<file path="config.mk">
export PLATFORM = sky130hd
export DESIGN_NAME = serdisp_writer
export DESIGN_NICKNAME = d
export VERILOG_FILES = /design/src/rtl/sdw_pkg.sv /design/src/rtl/sdw_halfper.sv /design/src/rtl/sdw_shifter.sv /design/src/rtl/serdisp_writer.sv
export SDC_FILE = /design/constraint.sdc
export NUM_CORES = 1
export LEC_CHECK = 0
export BUFFER_PORTS_ARGS = -buffer_cell sky130_fd_sc_hd__buf_2
export CAP_MARGIN = 15
export CORE_AREA = 5 5 82 84
export DETAILED_ROUTE_END_ITERATION = 10
export DIE_AREA = 0 0 87 89
export PLACE_DENSITY = 0.6
export SYNTH_ARGS = -nofsm -noshare
export SYNTH_HDL_FRONTEND = slang
export SYNTH_SLANG_ARGS = --single-unit
</file>
<file path="constraint.sdc">
create_clock -name clk -period 2.3 [get_ports clk]
set_input_delay 0.23 -clock clk [delete_from_list [all_inputs] [get_ports clk]]
set_output_delay 0.23 -clock clk [all_outputs]
set_load 0.01 [all_outputs]
</file>
<file path="src/rtl/sdw_pkg.sv">
package sdw_pkg;

    localparam int BYTE_W = 8;

    typedef enum logic [1:0] {
        REQ_CMD      = 2'b00,
        REQ_CMD_DATA = 2'b01,
        REQ_BURST    = 2'b10,
        REQ_NONE     = 2'b11
    } req_kind_e;

    typedef enum logic [2:0] {
        ST_IDLE,
        ST_FETCH,
        ST_LOW,
        ST_HIGH,
        ST_DONE
    } seq_state_e;

    typedef struct packed {
        logic csn;
        logic dc;
        logic sclk;
        logic sdo;
    } line_set_t;

    localparam line_set_t LINES_IDLE = '{csn: 1'b1, dc: 1'b1, sclk: 1'b1, sdo: 1'b1};

    // Line levels at the start of a byte: selected, clock low, first bit driven.
    function automatic line_set_t byte_start(input logic is_data, input logic first_bit);
        line_set_t l;
        l.csn  = 1'b0;
        l.dc   = is_data;
        l.sclk = 1'b0;
        l.sdo  = first_bit;
        return l;
    endfunction

endpackage

</file>
<file path="src/rtl/sdw_halfper.sv">
module sdw_halfper #(
    parameter int DIV_W = 8
) (
    input  logic             clk,
    input  logic             rst,
    input  logic             run,
    input  logic [DIV_W-1:0] ratio,
    output logic             expire
);
    logic [DIV_W-1:0] cnt;

    assign expire = run && (cnt == ratio);

    always_ff @(posedge clk) begin
        if (rst || !run || expire) cnt <= '0;
        else                       cnt <= cnt + 1'b1;
    end

    // the phase counter never runs beyond the captured ratio
    p_cnt_in_range_r4: assert property (@(posedge clk) disable iff (rst)
        run |-> (cnt <= ratio));
endmodule

</file>
<file path="src/rtl/sdw_shifter.sv">
module sdw_shifter #(
    parameter int W = 8
) (
    input  logic         clk,
    input  logic         rst,
    input  logic         load,
    input  logic [W-1:0] load_val,
    input  logic         shift,
    output logic         msb_next,
    output logic         last
);
    localparam int CW = $clog2(W);

    logic [W-1:0]  sh;
    logic [CW-1:0] bcnt;

    assign msb_next = sh[W-2];
    assign last     = (bcnt == CW'(W - 1));

    always_ff @(posedge clk) begin
        if (rst) begin
            sh   <= '0;
            bcnt <= '0;
        end else if (load) begin
            sh   <= load_val;
            bcnt <= '0;
        end else if (shift) begin
            sh   <= sh << 1;
            bcnt <= bcnt + 1'b1;
        end
    end

    // no shift request once the final bit of a byte is on the line
    p_no_shift_past_last_r2: assert property (@(posedge clk) disable iff (rst)
        shift |-> !last);
    // load and shift never collide
    p_load_shift_excl_r2: assert property (@(posedge clk) disable iff (rst)
        !(load && shift));
endmodule

</file>
<file path="src/rtl/serdisp_writer.sv">
module serdisp_writer
    import sdw_pkg::*;
#(
    parameter int DIV_W = 8,
    parameter int LEN_W = 8
) (
    input  logic              clk,
    input  logic              rst,
    input  logic              start,
    input  logic [1:0]        req_kind,
    input  logic [BYTE_W-1:0] cmd_byte,
    input  logic [LEN_W-1:0]  burst_len,
    input  logic [DIV_W-1:0]  div_ratio,
    input  logic [BYTE_W-1:0] in_data,
    input  logic              in_valid,
    output logic              in_ready,
    output logic              busy,
    output logic              lcd_csn,
    output logic              lcd_dc,
    output logic              lcd_sclk,
    output logic              lcd_sdo
);
    seq_state_e        state;
    req_kind_e         kind_q;
    req_kind_e         kind_in;
    logic [DIV_W-1:0]  ratio_q;
    logic [LEN_W-1:0]  remain;
    line_set_t         lines_q;

    logic              run, expire, last, msb_next;
    logic              load_cmd, accept, load, shift;
    logic [BYTE_W-1:0] load_val;

    assign kind_in  = req_kind_e'(req_kind);
    assign in_ready = (state == ST_FETCH);
    assign busy     = (state != ST_IDLE);
    assign accept   = in_ready && in_valid;
    assign run      = (state == ST_LOW) || (state == ST_HIGH);
    assign load_cmd = (state == ST_IDLE) && start &&
                      ((kind_in == REQ_CMD) || (kind_in == REQ_CMD_DATA));
    assign load     = load_cmd || accept;
    assign load_val = load_cmd ? cmd_byte : in_data;
    assign shift    = (state == ST_HIGH) && expire && !last;

    assign lcd_csn  = lines_q.csn;
    assign lcd_dc   = lines_q.dc;
    assign lcd_sclk = lines_q.sclk;
    assign lcd_sdo  = lines_q.sdo;

    sdw_halfper #(.DIV_W(DIV_W)) u_halfper (
        .clk    (clk),
        .rst    (rst),
        .run    (run),
        .ratio  (ratio_q),
        .expire (expire)
    );

    sdw_shifter #(.W(BYTE_W)) u_shifter (
        .clk      (clk),
        .rst      (rst),
        .load     (load),
        .load_val (load_val),
        .shift    (shift),
        .msb_next (msb_next),
        .last     (last)
    );

    always_ff @(posedge clk) begin
        if (rst) begin
            state   <= ST_IDLE;
            kind_q  <= REQ_CMD;
            ratio_q <= '0;
            remain  <= '0;
            lines_q <= LINES_IDLE;
        end else begin
            case (state)
                ST_IDLE: begin
                    lines_q <= LINES_IDLE;
                    if (start) begin
                        kind_q  <= kind_in;
                        ratio_q <= div_ratio;
                        case (kind_in)
                            REQ_CMD, REQ_CMD_DATA: begin
                                remain  <= (kind_in == REQ_CMD_DATA) ? LEN_W'(1) : '0;
                                lines_q <= byte_start(1'b0, cmd_byte[BYTE_W-1]);
                                state   <= ST_LOW;
                            end
                            REQ_BURST: begin
                                if (burst_len != '0) begin
                                    remain  <= burst_len;
                                    lines_q <= '{csn: 1'b0, dc: 1'b1, sclk: 1'b1, sdo: 1'b1};
                                    state   <= ST_FETCH;
                                end else begin
                                    state   <= ST_DONE;
                                end
                            end
                            default: state <= ST_DONE;
                        endcase
                    end
                end
                ST_FETCH: begin
                    if (in_valid) begin
                        remain  <= remain - 1'b1;
                        lines_q <= byte_start(1'b1, in_data[BYTE_W-1]);
                        state   <= ST_LOW;
                    end
                end
                ST_LOW: begin
                    if (expire) begin
                        lines_q.sclk <= 1'b1;
                        state        <= ST_HIGH;
                    end
                end
                ST_HIGH: begin
                    if (expire) begin
                        if (last) begin
                            if (remain != '0) begin
                                state <= ST_FETCH;
                            end else begin
                                lines_q <= LINES_IDLE;
                                state   <= ST_DONE;
                            end
                        end else begin
                            lines_q.sclk <= 1'b0;
                            lines_q.sdo  <= msb_next;
                            state        <= ST_LOW;
                        end
                    end
                end
                ST_DONE: state <= ST_IDLE;
                default: state <= ST_IDLE;
            endcase
        end
    end

    // lines idle whenever no request is running
    p_idle_lines_r1: assert property (@(posedge clk) disable iff (rst)
        !busy |-> (lcd_csn && lcd_dc && lcd_sclk && lcd_sdo && !in_ready));
    // data held through a high clock phase while selected
    p_sdo_hold_r3: assert property (@(posedge clk) disable iff (rst)
        (lcd_sclk && $past(lcd_sclk) && !lcd_csn) |-> $stable(lcd_sdo));
    // deselect happens with the clock high and busy still set
    p_end_order_r7: assert property (@(posedge clk) disable iff (rst)
        $rose(lcd_csn) |-> (lcd_sclk && busy));
    // a start during a request leaves the captured request unchanged
    p_ignore_start_r9: assert property (@(posedge clk) disable iff (rst)
        (busy && start) |=> ($stable(kind_q) && $stable(ratio_q)));
    // stream is only offered readiness inside a selected transfer
    p_ready_in_xfer_r10: assert property (@(posedge clk) disable iff (rst)
        in_ready |-> (busy && !lcd_csn && lcd_sclk));
endmodule

</file>
---- After elaboration in Yosys (flattened, before gate mapping) ----
Cells that the tools add are included.
word-level totals
  flip-flop bits (word level) ............. 41
  input port bits ......................... 38
  output and inout port bits .............. 6
  word-level logic and storage cells ...... 89
cells by class
  $add $sub $neg .......................... 3
  equality and inequality tests ........... 16
  multiplexer cells ....................... 30
  reduce and logical (&&, ||, !) cells .... 30
operators with widths
  operator             count
  $pmux 8 s2           2
  $mux 8               3
  $mux 3               7
  $mux 7               3
  $mux 4               5
  $reduce_bool 8->1    2
  $reduce_and 5->1     3
  $ne 2x2->1 const B   6
  $pmux 3 s4           1
  $add 8x1->8 const B  1
  $eq 8x8->1           1
  $pmux 4 s2           1
  $reduce_and 4->1     2
  $sub 8x1->8 const B  1
  $eq 3x2->1 const B   2
  $logic_and 1x1->1    6
  $ne 3x3->1 const B   2
  $pmux 2 s3           1
  $pmux 3 s2           1
  $reduce_bool 3->1    2
  $logic_or 1x1->1     5
  $mux 2               2
  $pmux 1 s4           1
  $reduce_bool 2->1    2
  other kinds (14)     17

---- Logic depth before layout (Yosys ltp) ----
Gate-level depths: netlist of the first run.
  depth in word-level cells ............... 7
  mapped depth ............................ 8

---- By module ----
Synthesis of the first run repeated with hierarchy kept, for this count alone.
unflattened totals
  cells, all modules ...................... 291
  area, all modules ....................... 2497.4 um^2
by module, submodules not included
  module          instances  cells an instance  area an instance (um^2)  sequential area each (um^2)
  serdisp_writer  1          200                1570.3                   460.4
  sdw_halfper     1          48                 474.2                    160.2
  sdw_shifter     1          43                 452.9                    200.2

---- Least setup slack after synthesis of the first run ----
Ideal clock, no wire load.
  path kind ............................... register to register
  start point ............................. register state[1]
  end point ............................... register remain[1]
  arrival ................................. 1.520 ns
  data required time ...................... 2.166 ns
  slack ................................... 0.646 ns
  cell stages (with the launch flop) ...... 8
  path through ............................ dfxtp_1 > buf_6 > or2_4 > o31a_1 > buf_6 > o41a_4 > a311oi_2 > a211oi_1
between the ends
  cells in the longest elaborated chain, start to end .. 3
  elaborated cells on any way between the ends .. 9
  classes of those cells .................. 5 x eq/ne; 1 x mux; 3 x reduce/logical
RTL lines
  item                                                  RTL line               text
  from (decl)                                           serdisp_writer.sv:23   seq_state_e state;
  from (signal assigned)                                serdisp_writer.sv:70   state <= ST_IDLE;
  from (signal assigned)                                serdisp_writer.sv:86   state <= ST_LOW;
  from (signal assigned)                                serdisp_writer.sv:92   state <= ST_FETCH;
  $eq 3x1->1 / $logic_not 3->1 (equally long branches)  --
  $ne 2x2->1 (no line), or another cell as far along    --
  $reduce_and 5->1 (no line)                            --
  to (signal assigned)                                  serdisp_writer.sv:84   remain <= (kind_in == REQ_CMD_DATA) ? LEN_W'(1) : '0;
  to (signal assigned)                                  serdisp_writer.sv:90   remain <= burst_len;
  to (signal assigned)                                  serdisp_writer.sv:103  remain <= remain - 1'b1;
  to (decl)                                             serdisp_writer.sv:27   logic [LEN_W-1:0] remain;
Several ways; a longest one is shown, not always the timed one.
A chain may end at the register's enable or synchronous reset.

---- Worst setup path after layout of the first run ----
  start point ............................. register state[0]
  end point ............................... output in_ready
between the ends
  cells in the longest elaborated chain, start to end .. 1
RTL lines
  item        RTL line              text
  $eq 3x1->1  serdisp_writer.sv:35  assign in_ready = (state == ST_FETCH);
  to (decl)   serdisp_writer.sv:16  output logic in_ready,
Every way passes these cells.

==> flow_summary.yaml, run 1 <==
global_route:
  grt_use_met1_pct: 18.7
  grt-ovfl-total: 0
  grt_pass1_wl_um: 8770
  antenna_found_initial: 0
  grtUsageMet2_pct: 23.8
  use_met3_pct: 3.13
  grt_busiest_layer: "met2"
  grt_max_degree: 25
  grtUsageTotal_pct: 14.4
  first_global_vias: 1944
clock_network:
  cts_root_buf: "clkbuf_8"
  clk_pin_slew_ns: 0.08
  cts_sinks: 41
  post_cts_buffers: 0
  hold_buffers: 0
  clockBufferDepth: 2
  htreeDepth: 2
  cts_tree: "built"
  numCtsBuffers: 5
  clkLatencyLatePin_ns: 0.29
  cts_resized: 0
critical_path:
  path_buf_inv: 2
  reg2reg_slack_ns: 0.40
  cp_max_fo: 16
  crit_slowest_cell: "or3b_1"
  cpPeakStageDelay_ns: 0.63
  worstPathArrival_ns: 1.72
  crit_chain: "or3b_1 > inv_1 > buf_2"
  rr_endpoint: "remain[1]"
  end_kind: "output port"
  reg2regPathDepth: 5
  reg2reg_from: "state[0]"
  criticalPathCategory: "register to output port"
  critPathTopFamily: "simple AND/OR/NAND/NOR gates"
  required_ns: 2.07
  crit_path_start_kind: "register"
outcome:
  status: "finished clean"
timing:
  slew_viol_final: 0
  clock.fmax_mhz: 512
  relSlewSlack_pct: 58.6
  period_share_pct: 84.8
  tightest_slew_ns: 0.620
  hold_viol: 0
  layout_setup_ws_ns: 0.348
  finalCriticalPeriod_ns: 1.95
  final.setup_skew_ns: 0.00715
  setup_viol: 0
  final.setup.tns_ns: 0
  rsz0062_at_grt: "false"
yosys:
  synthCells: 270
  ys_seq_area_share_pct: 35.8
  ys_ff_latch: 41
  synth_area_sq_mm: 0.00229
  synth-async-reset-ratio_pct: 0
  synth_nets: 313
  synth_ff_type: "dfxtp_1"
  synth_warnings: 0
  syn_avg_cell_area_sq_um: 8.48
  synthDistinctLibCells: 53
  synth-edff-count: 0
power:
  p_leak_nw: 1.18
  combPwrFrac_pct: 26.9
  p_int_mw: 1.36
  pwr-share-clk_pct: 30.9
  vdd_ir_drop_max_uv: 437
  p_sw_share_pct: 31.1
  power.density_mw_per_mm2: 737
  seqPwrFrac_pct: 42.2
  switchingPower_uw: 615
  design_power_total_mw: 1.97
floorplanning:
  fp.dieW_um: 87
  core-area_sq_mm: 0.00585
  die_area_sq_mm: 0.00774
  io_pins: 44
  start_util_pct: 39.2
  row_count: 28
  die_y_um: 89
route:
  drtIter0Drc: 58
  firstDrtPassIters: 4
  drcViolationCount: 0
  via_count: 2027
  routed_wl_um: 5450
  ant_nets: 0
  post_drt_wl_per_cell_um: 14.1
  vias_per_cell: 5.25
flow_run:
  drv_cap: 0
place:
  dp_slack_ns: 0.423
  gp_congestion: 0.809
  dp_hpwl_um: 4090
  io_buffers: 43
  dp.cells: 378
final_layout:
  drive_above_1_share_pct: 22.5
  antennaDiodeCount: 0
  final_nets: 353
  nFillCells: 609
  area_growth_pct: 16.8
  final_cells: 386
worst_hold_path:
  holdPathEnd: "ratio_q[6]"
  min_path_type: "input pin to register"
  hold_start: "div_ratio[6]"
  hold_depth: 3
-- logic make-up (layout without fill, tap and decap cells) --
family	Yosys count	in the layout	synth area share, %
DFF	41	41	35.8
and+or+nand+nor	105	105	23.3
muxes	13	13	5.90
xor gates and xnor gates	17	17	6.50
buffers and inverters	22	63	4.86
adders and majority gates	5	5	2.73
AOI/OAI and AO/OA	67	67	20.9
-- power groups by stage --
stage                     sequential [mW]  clock, mW  combinational, mW
after global placement              0.848          0              0.528
after CTS                           0.833      0.624              0.535
after global routing                0.842      0.656              0.589
after detailed placement            0.850          0              0.533
final                               0.833      0.609              0.531
after floorplan                     0.828          0              0.412
-- worst max path at each step --
stage / from / to / slack, ns / cells after the start
2_1_floorplan: state[1] / remain[1] / 0.65 / 7
3_3_place_gp: state[0] / u_shifter.sh[0] / 0.44 / 6
3_5_place_dp: state[0] / remain[3] / 0.42 / 4
4_1_cts: state[0] / in_ready / 0.34 / 3
5_1_grt: state[0] / remain[1] / 0.21 / 5
6_report: state[0] / in_ready / 0.35 / 3
-- cells in the final DEF (no fill, tap or decap), drive strengths merged, types with 5 or more instances in the layout --
cell and count:
a21oi 28, and3 5, buf 49, clkbuf 6, dfxtp 41, ha 5
inv 6, mux2i 12, nand2 33, nand3 7, nor2 23, nor2b 6
nor3 11, nor4 5, o21ai 10, o221ai 6, xnor2 5, xor2 12
-- sequential cells by signal, indices dropped and copies added, names as in the netlist, 3 cells and up --
| register | flops |
|---|---|
| ratio_q | 8 |
| remain | 8 |
| u_halfper.cnt | 8 |
| u_shifter.sh | 7 |
| state | 3 |
| u_shifter.bcnt | 3 |
-- through the flow --
step | hold slack, ns | cell area [sq um] | utilization (%)
after floorplan | 0.366 | 2290 | -
final | 0.167 | 2680 | 45.7
after detailed placement | 0.462 | 2560 | 43.7
after global placement | 0.449 | 2560 | 43.7
after global routing | 0.175 | 2680 | 45.7
after CTS | 0.162 | 2680 | 45.7
-- synthesized netlist by cell type, types with 2 or more instances --
| master | count | area, sq um |
|---|---|---|
| nor3b_1 | 2 | 15.0 |
| o211a_1 | 2 | 20.0 |
| nor3_2 | 3 | 30.0 |
| nand2_1 | 33 | 124 |
| and2_1 | 3 | 18.8 |
| inv_1 | 6 | 22.5 |
| nor2b_1 | 6 | 37.5 |
| mux2i_1 | 11 | 110 |
| nor3_1 | 8 | 40.0 |
| dfxtp_1 | 41 | 821 |
| clkbuf_1 | 8 | 30.0 |
| ha_1 | 5 | 62.6 |
| xor2_1 | 12 | 105 |
| nand3_1 | 7 | 35.0 |
| o21a_1 | 3 | 22.5 |
| o21ai_0 | 4 | 20.0 |
| o211ai_1 | 2 | 15.0 |
| nor2_1 | 22 | 82.6 |
| buf_6 | 3 | 33.8 |
| o21ai_1 | 6 | 30.0 |
| or4_1 | 2 | 15.0 |
| o221ai_1 | 6 | 52.6 |
| nand2b_1 | 2 | 12.5 |
| and3_1 | 5 | 31.3 |
| nor4_1 | 5 | 31.3 |
| buf_2 | 5 | 25.0 |
| xnor2_1 | 5 | 43.8 |
| a21oi_1 | 28 | 140 |
-- worst register-to-register path, cell delays in order, from the launching register on --
cell and delay (ns):
dfxtp_1 0.55, mux2i_2 0.45, o31a_1 0.28, o41a_4 0.24
a311oi_2 0.06, a211oi_1 0.23
-- layer usage --
| layer | wire, um | part of all wire (%) |
|---|---|---|
| met5 | 0 | 0 |
| met3 | 229 | 4.2 |
| met1 | 2610 | 48 |
| met4 | 51 | 0.94 |
| met2 | 2560 | 47 |
-- area by class of cell --
type / count / area, sq um / area share, %
Multi-Input combinational cell: 207 / 1360 / 50.8
Sequential cell: 41 / 821 / 30.7
Timing Repair Buffer: 49 / 260 / 9.72
Tap cell: 75 / 93.8 / 3.51
Clock buffer: 6 / 82.6 / 3.09
Clock inverter: 2 / 37.5 / 1.40
Inverter: 6 / 22.5 / 0.842
Power figures use the tool's default switching activity.
==> run 2, diff against run 1 <==
--- a/config.mk
+++ b/config.mk
@@ -5,12 +5,13 @@
 export SDC_FILE = /design/constraint.sdc
 export NUM_CORES = 1
 export LEC_CHECK = 0
+export ABC_AREA = 1
 export BUFFER_PORTS_ARGS = -buffer_cell sky130_fd_sc_hd__buf_2
 export CAP_MARGIN = 15
-export CORE_AREA = 5 5 82 84
+export CORE_AREA = 5 5 85 87
 export DETAILED_ROUTE_END_ITERATION = 10
-export DIE_AREA = 0 0 87 89
-export PLACE_DENSITY = 0.6
+export DIE_AREA = 0 0 90 92
+export PLACE_DENSITY = 0.61
 export SYNTH_ARGS = -nofsm -noshare
 export SYNTH_HDL_FRONTEND = slang
 export SYNTH_SLANG_ARGS = --single-unit
==> constraint.sdc (replaced) <==
create_clock -name clk -period 1.7 [get_ports clk]
set_input_delay 0.17 -clock clk [delete_from_list [all_inputs] [get_ports clk]]
set_output_delay 0.17 -clock clk [all_outputs]
set_load 0.01 [all_outputs]
==> run 2 against run 1 <==
Against the previous run:
- routed wire length rose by 6.8%
- area after synthesis rose by 7.0%
- via count rose by 17%
- non-clock buffer count rose by 5
- final cell count rose by 29%
- total power rose by 120%
- first-iteration DRC count rose by 53%
- utilization rose by 0.14 points
- critical path type is now register to register
==> flow_summary.yaml, run 2 <==
critical_path:
  end_kind: "register"
  cp_max_fo: 9
  path_buf_inv: 1
  critPathTopFamily: "simple AND/OR/NAND/NOR gates"
  worstPathArrival_ns: 1.78
  crit_chain: "nand2_4 > nor2_4 > nand2_4 > nand2_2 > nand3_2 > inv_1 > nand2_1 > nor2_1 > nor2_1"
  crit_path_start_kind: "register"
  criticalPathCategory: "register to register"
  required_ns: 1.90
  crit_slowest_cell: "dfxtp_1"
  cpPeakStageDelay_ns: 0.42
power:
  design_power_total_mw: 4.27
  power.density_mw_per_mm2: 1480
  p_leak_nw: 1.35
  vdd_ir_drop_max_uv: 567
yosys:
  synth_area_sq_mm: 0.00245
  synthDistinctLibCells: 33
  synth_area_leader_cell: "dfxtp_1"
  synthAdderAreaFrac_pct: 2.55
  synth_nets: 408
  syn_avg_cell_area_sq_um: 6.72
  synth_top_family_by_area: "simple AND/OR/NAND/NOR gates"
  synth_xor_area_share_pct: 3.93
  yosys.area_share.simple_pct: 38.2
  synth_warnings: 0
  yosysTopAreaCellShare_pct: 33.5
  synthMuxAreaShare_pct: 0
  synth-edff-count: 0
  synth-async-reset-ratio_pct: 0
  ys_ff_latch: 41
  synth_commonest_cells: "nor2_1, nand2_1, dfxtp_1"
  ys_seq_area_share_pct: 33.5
  synth_compound_area_share_pct: 13.1
  synth_ff_type: "dfxtp_1"
  synth.most_common_cell: "nor2_1"
  synthCells: 365
  synth.area.top_cells: "dfxtp_1, nor2_1, nand2_1, o21ai_0, nand3_1"
place:
  dp_hpwl_um: 4510
  gp_congestion: 0.925
  io_buffers: 43
  dp.cells: 488
  dpl_cell_area_sq_mm: 0.00278
timing:
  final.setup_skew_ns: 0.00444
  slew_viol_final: 0
  tightest_slew_ns: 0.354
  clock.fmax_mhz: 631
  setup_viol: 0
  rsz0062_at_grt: "true"
  finalCriticalPeriod_ns: 1.59
  relSlewSlack_pct: 76.3
  period_share_pct: 93.3
  hold_viol: 0
clock_network:
  htreeDepth: 2
  cts_root_buf: "clkbuf_8"
  cts_tree: "built"
  clk_pin_slew_ns: 0.08
  clkLatencyLatePin_ns: 0.29
  numCtsBuffers: 5
  hold_buffers: 0
  clockBufferDepth: 2
  cts_sinks: 41
floorplanning:
  die_y_um: 92
  core-area_sq_mm: 0.00628
  fp.dieW_um: 90
  row_count: 29
  io_pins: 44
  die_area_sq_mm: 0.00828
  start_util_pct: 39.0
final_layout:
  drive_above_1_share_pct: 20.2
  largestRegisters: "ratio_q (8), remain (8), u_halfper.cnt (8)"
  antennaDiodeCount: 0
  final_cells: 497
  final_nets: 462
  postLayoutCellArea_sq_mm: 0.00288
  nFillCells: 666
  final_cell_mix: "nor2_1, nand2_1, buf_2"
  layout_commonest_cell: "nor2_1"
  area_growth_pct: 17.5
flow_run:
  drv_cap: 0
route:
  drtIter0Drc: 89
  post_drt_wl_per_cell_um: 11.7
  ant_nets: 0
  via_count: 2374
  drcViolationCount: 0
  firstDrtPassIters: 4
  routed_wl_um: 5810
  vias_per_cell: 4.78
global_route:
  grt_max_degree: 15
  grtUsageTotal_pct: 14.4
  antenna_found_initial: 0
  grt-ovfl-total: 0
  grt_pass1_wl_um: 9990
  first_global_vias: 2190
worst_hold_path:
  min_path_type: "input pin to register"
outcome:
  status: "finished clean"
-- run 2: cell count changes in the layout (fill, tap and decap cells not counted), sizes merged, moves of 7 or more --
cell / delta
o21ai: +34
inv: +32
nor3: -7
xor2: -8
nor2: +55
nand3: +23
mux2i: -12
a21oi: -11
nand2: +44
-- run 2: cell families (layout without fill, tap and decap cells) --
group                      count (synthesis)  after routing
adders and majority gates                  5              5
AOI/OAI and AO/OA                         62             62
buffers and inverters                     46            101
DFF                                       41             41
and+or+nand+nor                          200            200
xor gates and xnor gates                  11             11
-- run 2: worst min-delay path, stage by stage --
cell	delay, ns
buf_2	0.07
nor2_1	0.03
nor2_1	0.08
-- run 2: cell type report --
cell class / instances / area [sq um] / share of cell area, %
Timing Repair Buffer: 54 / 298 / 10.3
Clock buffer: 6 / 72.6 / 2.52
Clock inverter: 2 / 15.0 / 0.521
Tap cell: 77 / 96.3 / 3.34
Inverter: 39 / 159 / 5.52
Sequential cell: 41 / 821 / 28.5
Multi-Input combinational cell: 278 / 1420 / 49.3
-- run 2: what timing repair did --
action,in CTS,in global routing
setup buffers,0,1
gates resized for setup,0,1
setup endpoints to repair,0,8
-- run 2: path summary, 6_finish.rpt --
kind	startpoint	endpoint	slack (ns)	cells past startpoint
max reg2reg	state[0]	remain[7]	0.11	9
min	div_ratio[3]	ratio_q[3]	0.09	3
max	state[0]	remain[7]	0.11	9
min reg2reg	lcd_dc	lcd_dc	0.46	2
-- run 2: layer usage --
metal | GRT usage, % | routed length [um]
met1 | 18.8 | 2810
met2 | 23.4 | 2640
met3 | 3.76 | 322
met4 | 4.47 | 41
met5 | 0 | 0
-- run 2: per-stage QoR --
step | utilization [%] | setup TNS (ns) | hold WS [ns] | worst slack (ns)
floorplan | - | 0 | 0.232 | 0.271
detailed placement | 44.3 | 0 | 0.399 | 0.0895
global route | 45.9 | -0.0234 | 0.0806 | -0.0234
finish | 45.9 | 0 | 0.0910 | 0.115
CTS | 45.7 | 0 | 0.0867 | 0.0827
global placement | 44.3 | 0 | 0.391 | 0.129
-- run 2: power breakdown --
group | internal (mW) | leakage, nW | switching (mW)
logic | 0.850 | 0.980 | 1.38
registers | 1.22 | 0.336 | 0.178
clock network | 0.290 | 0.0374 | 0.360
